<file path="config.mk">
export PLATFORM = sky130hd
export DESIGN_NAME = aper_remap
export DESIGN_NICKNAME = d
export VERILOG_FILES = /design/src/rtl/aper_remap_pkg.sv /design/src/rtl/aper_remap_ctrl.sv /design/src/rtl/aper_remap_dpath.sv /design/src/rtl/aper_remap.sv
export SDC_FILE = /design/constraint.sdc
export NUM_CORES = 1
export LEC_CHECK = 0
export ABC_AREA = 1
export CAP_MARGIN = 20
export CELL_PAD_IN_SITES_DETAIL_PLACEMENT = 0
export CELL_PAD_IN_SITES_GLOBAL_PLACEMENT = 1
export CORE_UTILIZATION = 53
export DETAILED_ROUTE_END_ITERATION = 7
export DONT_BUFFER_PORTS = 1
export GPL_ROUTABILITY_DRIVEN = 0
export PLACE_DENSITY_LB_ADDON = 0.1
export SYNTH_ARGS = -nofsm -noshare
export SYNTH_HDL_FRONTEND = slang
export SYNTH_HIERARCHICAL = 1
export SYNTH_SLANG_ARGS = --single-unit
export TNS_END_PERCENT = 1
</file>
<file path="constraint.sdc">
create_clock -name clk -period 2.1 [get_ports clk]
set_input_delay 0.105 -clock clk [delete_from_list [all_inputs] [get_ports clk]]
set_output_delay 0.105 -clock clk [all_outputs]
set_load 0.02 [all_outputs]
</file>
<file path="src/rtl/aper_remap_pkg.sv">
`timescale 1ns/1ps
package aper_remap_pkg;
  localparam int ADDR_W         = 32;
  localparam int WIN_BITS       = 4;
  localparam int NUM_WIN        = 1 << WIN_BITS;
  localparam int FIELD_W        = 4;
  localparam int DATA_W         = 32;
  localparam int FIELDS_PER_REG = DATA_W / FIELD_W;
  localparam int REGS_PER_BANK  = NUM_WIN / FIELDS_PER_REG;
  localparam int CFG_ADDR_W     = 8;
  localparam int WORD_LSB       = 2;
  localparam int WIDX_W         = CFG_ADDR_W - WORD_LSB;
  localparam int UPDATE_WORD    = 2 * REGS_PER_BANK;
  localparam int MAP_W          = NUM_WIN * FIELD_W;

  // Strobes from control to datapath
  typedef struct packed {
    logic [REGS_PER_BANK-1:0] selWr;
    logic [REGS_PER_BANK-1:0] offWr;
    logic                     commit;
  } mapStrobe_t;
endpackage

</file>
<file path="src/rtl/aper_remap_ctrl.sv">
`timescale 1ns/1ps
module aper_remap_ctrl
  import aper_remap_pkg::*;
(
  input  logic                  clk,
  input  logic                  rst_n,
  input  logic                  cfgWrEn,
  input  logic [CFG_ADDR_W-1:0] cfgAddr,
  input  logic [DATA_W-1:0]     cfgWrData,
  output mapStrobe_t            strb
);
  logic [WIDX_W-1:0] wordIdx;
  logic              commitReq;
  logic              commitQ;

  assign wordIdx   = cfgAddr[CFG_ADDR_W-1:WORD_LSB];
  assign commitReq = cfgWrEn && (wordIdx == WIDX_W'(UPDATE_WORD)) && cfgWrData[0];

  always_comb begin
    strb = '0;
    for (int r = 0; r < REGS_PER_BANK; r++) begin
      strb.selWr[r] = cfgWrEn && (wordIdx == WIDX_W'(r));
      strb.offWr[r] = cfgWrEn && (wordIdx == WIDX_W'(r + REGS_PER_BANK));
    end
    strb.commit = commitQ;
  end

  always_ff @(posedge clk or negedge rst_n) begin
    if (!rst_n) commitQ <= 1'b0;
    else        commitQ <= commitReq;
  end


  write_onehot_chk: assert property (@(posedge clk) disable iff (!rst_n)
    $onehot0({strb.selWr, strb.offWr}));


  commit_source_chk: assert property (@(posedge clk) disable iff (!rst_n)
    $rose(strb.commit) |-> $past(cfgWrEn) && $past(cfgWrData[0]));
endmodule

</file>
<file path="src/rtl/aper_remap_dpath.sv">
`timescale 1ns/1ps
module aper_remap_dpath
  import aper_remap_pkg::*;
(
  input  logic               clk,
  input  logic               rst_n,
  input  mapStrobe_t         strb,
  input  logic [DATA_W-1:0]  wrData,
  input  logic [ADDR_W-1:0]  mstAddr,
  output logic [FIELD_W-1:0] slvIdx,
  output logic [ADDR_W-1:0]  xlatAddr,
  output logic               decErr
);
  logic [MAP_W-1:0]    shSelV, shOffV, actSelV, actOffV;
  logic [WIN_BITS-1:0] winIdx;
  logic [FIELD_W-1:0]  selField, offField;

  always_ff @(posedge clk or negedge rst_n) begin
    if (!rst_n) begin
      shSelV  <= '0;
      shOffV  <= '0;
      actSelV <= '0;
      actOffV <= '0;
    end else begin
      for (int w = 0; w < NUM_WIN; w++) begin
        if (strb.selWr[w / FIELDS_PER_REG])
          shSelV[w*FIELD_W +: FIELD_W] <= wrData[(w % FIELDS_PER_REG)*FIELD_W +: FIELD_W];
        if (strb.offWr[w / FIELDS_PER_REG])
          shOffV[w*FIELD_W +: FIELD_W] <= wrData[(w % FIELDS_PER_REG)*FIELD_W +: FIELD_W];
      end
      if (strb.commit) begin
        actSelV <= shSelV;
        actOffV <= shOffV;
      end
    end
  end

  assign winIdx   = mstAddr[ADDR_W-1 -: WIN_BITS];
  assign selField = actSelV[winIdx*FIELD_W +: FIELD_W];
  assign offField = actOffV[winIdx*FIELD_W +: FIELD_W];

  always_comb begin
    decErr   = (selField == '0);
    slvIdx   = decErr ? '0 : selField;
    xlatAddr = {offField, mstAddr[ADDR_W-WIN_BITS-1:0]};
  end


  active_hold_chk: assert property (@(posedge clk) disable iff (!rst_n)
    !strb.commit |=> $stable(actSelV) && $stable(actOffV));


  commit_copy_chk: assert property (@(posedge clk) disable iff (!rst_n)
    strb.commit |=> (actSelV == $past(shSelV)) && (actOffV == $past(shOffV)));


  shadow_hold_chk: assert property (@(posedge clk) disable iff (!rst_n)
    !(|strb.selWr) |=> $stable(shSelV));


  offset_hold_chk: assert property (@(posedge clk) disable iff (!rst_n)
    !(|strb.offWr) |=> $stable(shOffV));
endmodule

</file>
<file path="src/rtl/aper_remap.sv">
`timescale 1ns/1ps
module aper_remap
  import aper_remap_pkg::*;
(
  input  logic                  clk,
  input  logic                  rst_n,
  input  logic                  cfgWrEn,
  input  logic [CFG_ADDR_W-1:0] cfgAddr,
  input  logic [DATA_W-1:0]     cfgWrData,
  input  logic [ADDR_W-1:0]     mstAddr,
  output logic [FIELD_W-1:0]    slvIdx,
  output logic [ADDR_W-1:0]     xlatAddr,
  output logic                  decErr
);
  mapStrobe_t strb;

  aper_remap_ctrl ctrl_i (
    .clk(clk), .rst_n(rst_n), .cfgWrEn(cfgWrEn), .cfgAddr(cfgAddr),
    .cfgWrData(cfgWrData), .strb(strb)
  );

  aper_remap_dpath dpath_i (
    .clk(clk), .rst_n(rst_n), .strb(strb), .wrData(cfgWrData),
    .mstAddr(mstAddr), .slvIdx(slvIdx), .xlatAddr(xlatAddr), .decErr(decErr)
  );
endmodule

</file>
==> results.py <==
metrics = {
    "setup_path": {
        "crit_family": "simple AND/OR/NAND/NOR gates",
        "critPathMaxStageDelay_ns": 0.36,
        "r2r_start": "ctrl_i/commitQ",
        "regToRegEndpoint": "dpath_i/actOffV[46]",
        "critPathMaxFanout": 2,
        "crit_type": "reg -> out",
        "path_cells": "inv_1, nand2_1, nand3_1, nand3_1, nand3_1, nand2_1, inv_2, nand2_1, nor2_1, buf_4",
        "cp_data_arrival_time_ns": 1.83,
        "crit_slowest_cell": "dfrtp_1",
        "critPathCaptureType": "primary output",
        "required_ns": 2.00,
        "reg2reg_setup_slack_ns": 0.69,
        "path_buf_inv": 3,
        "start_kind": "flop",
        "rr_worst_depth": 3,
    },
    "pwr": {
        "leakagePower_nw": 5.81,
        "power_density_nw_per_um2": 906,
        "vdd.ir_drop.worst_v": 0.000679,
    },
    "global_routing": {
        "grt_antenna_before_repair": 0,
        "grt_use_met2": 0.378,
        "grt-ovfl-total": 0,
        "busiest_layer": "met2",
        "grt_pass1_vias": 7414,
        "grt_usage": 0.245,
        "met3_usage": 0.0369,
        "grt_pass1_wl_um": 40900,
        "use_met1": 0.354,
        "grt_start_max_net_pins": 258,
    },
    "cells_and_area": {
        "nFillCells": 1751,
        "antenna_cells": 0,
        "drive_gt1_frac": 0.148,
        "multi_input_area_sq_um": 3610,
        "layout.nets": 1210,
        "area_growth_pct": 11.7,
        "design_area_sq_um": 12400,
        "regArea_sq_um": 6430,
    },
    "drt": {
        "ant_nets": 0,
        "vias": 7429,
        "drt-vias-per-instance": 5.21,
        "wl_per_cell_um": 17.6,
        "drt_iter0_drc": 454,
        "drtPass1Iterations": 5,
        "drc": 0,
        "routed_wirelength_um": 25100,
    },
    "yosys": {
        "synthTopCellsByArea": "dfrtp_1 58%, mux2_2 9.4%, nand2_1 6.8%",
        "synth.distinct_cells": 19,
        "ys_ff_latch": 257,
        "synth_area_per_cell_sq_um": 9.66,
        "synth_top_cell_by_area": "dfrtp_1",
        "synth_cells": 1148,
        "mappedNetlistArea_sq_um": 11100,
        "yosysWarningCount": 6,
        "yosysSeqAreaShare": 0.580,
        "synth_top_cell_area_share": 0.580,
        "synth_nets": 1223,
    },
    "clock_tree": {
        "cts_sinks": 257,
        "postCtsSetupBuffers": 0,
        "cts_hold_buf": 37,
        "cts_buffers": 27,
        "clock_path_buffers": 3,
        "cts_tree": "done",
        "cts.repair.resized": 0,
        "clk_latency_ns": 0.52,
        "cts.clk_slew.worst_paths_ns": 0.06,
        "cts_max_level": 1,
        "clockRootBuffer": "clkbuf_16",
    },
    "floorplanning": {
        "die_y_um": 147,
        "core_sq_um": 20400,
        "die_x_um": 147,
        "start_util": 0.545,
        "io_pins": 112,
        "dieArea_sq_um": 21500,
        "row_count": 52,
    },
    "placement": {
        "io_buffer_count": 0,
        "dpl_cell_area_sq_um": 11200,
        "hpwlAfterDp_um": 14600,
    },
    "status": {
        "outcome": "complete, but fails checks",
        "failed_checks": "hold timing",
    },
    "sta": {
        "whs_ns": -0.733,
        "period_needed_ns": 1.94,
        "fmax_mhz": 516,
        "final_hold_viol_count": 257,
        "maxSlewViolCount": 0,
        "clock-skew-final_ns": 0.00677,
        "setup_viol": 0,
        "maxSlewHeadroom": 0.623,
        "rsz0062_at_grt": "no",
        "setup-tns-final_ns": 0,
        "tightest_slew_ns": 0.565,
        "timing.final.crit_share": 0.923,
    },
    "min_path": {
        "hold_path.class": "in -> async",
    },
    "job": {
        "maxCapViolCount": 0,
    },
}
-- Yosys cell counts (all sizes together) --
| master | instances |
|---|---|
| o211ai | 3 |
| mux2 | 93 |
| inv | 140 |
| nand3 | 80 |
| buf | 74 |
| dfrtp | 257 |
| nor2 | 45 |
| o21ai | 160 |
| clkbuf | 25 |
| a21oi | 67 |
| nand2 | 204 |
-- flip-flops by register name, summed over array words and instances, names as in the netlist --
| name | cells |
|---|---|
| dpath_i/actOffV | 64 |
| dpath_i/actSelV | 64 |
| dpath_i/shOffV | 64 |
| dpath_i/shSelV | 64 |
| ctrl_i/commitQ | 1 |
-- logic make-up (layout without fill, tap and decap cells) --
family / count (synthesis) / count (layout) / synth area share
AOI/OAI and AO/OA: 230 / 230 / 0.106
and+or+nand+nor: 329 / 329 / 0.122
buffers and inverters: 239 / 246 / 0.0978
muxes: 93 / 93 / 0.0944
DFF: 257 / 257 / 0.580
-- worst max-delay path by stage --
stage                              startpoint  cells past startpoint      endpoint  slack (ns)
final                     dpath_i/actSelV[51]                     10        decErr        0.16
after CTS                 dpath_i/actOffV[16]                      4  xlatAddr[28]        0.12
after floorplan                   mstAddr[30]                      9        decErr        0.71
after global placement            mstAddr[29]                     10        decErr        0.62
after global routing       dpath_i/actSelV[7]                     10        decErr       0.005
after detailed placement          mstAddr[29]                     10        decErr        0.63
-- final cells by class --
type,count,share of cell area
Timing Repair Buffer,57,0.0501
Tap cell,270,0.0273
Clock inverter,7,0.00687
Inverter,140,0.0424
Multi-Input combinational cell,652,0.291
Sequential cell,257,0.519
Clock buffer,42,0.0631
-- stage by stage --
step           utilization  setup slack [ns]  cells  hold WS [ns]  power (mW)
5_1_grt              0.609           0.00452   1425        -0.751        11.7
6_report             0.609             0.161   1425        -0.733        11.2
4_1_cts              0.609             0.119   1425        -0.749        11.3
3_3_place_gp         0.548             0.623   1339        -0.186        6.51
2_1_floorplan            -             0.712   1148        -0.191        6.45
3_5_place_dp         0.548             0.628   1339        -0.186        6.55
-- cells in the final DEF (no fill, tap or decap), drive strengths merged --
master       instances
dfrtp              257
nand2              204
o21ai              160
inv                140
mux2                93
nand3               80
a21oi               67
nor2                45
clkbuf              42
dlygate4sd3         37
buf                 20
clkinv               5
o211ai               3
bufinv               2
-- power breakdown --
| part | internal (mW) | switching, mW |
|---|---|---|
| combinational | 0.429 | 0.462 |
| sequential | 5.46 | 0.205 |
| clock | 2.79 | 1.88 |
-- per-layer routing --
metal	vias up	share of wire
li1	3636	-
met3	47	0.042
met5	-	0
met1	3618	0.47
met2	128	0.46
met4	0	0.030
-- worst reg2reg max path, cell delays in order, from the launching register on --
cell and delay [ns]:
dfrtp_4 0.75, buf_4 0.38, nor2_1 0.08, a21oi_1 0.13
(Power assumes the default switching activity.)
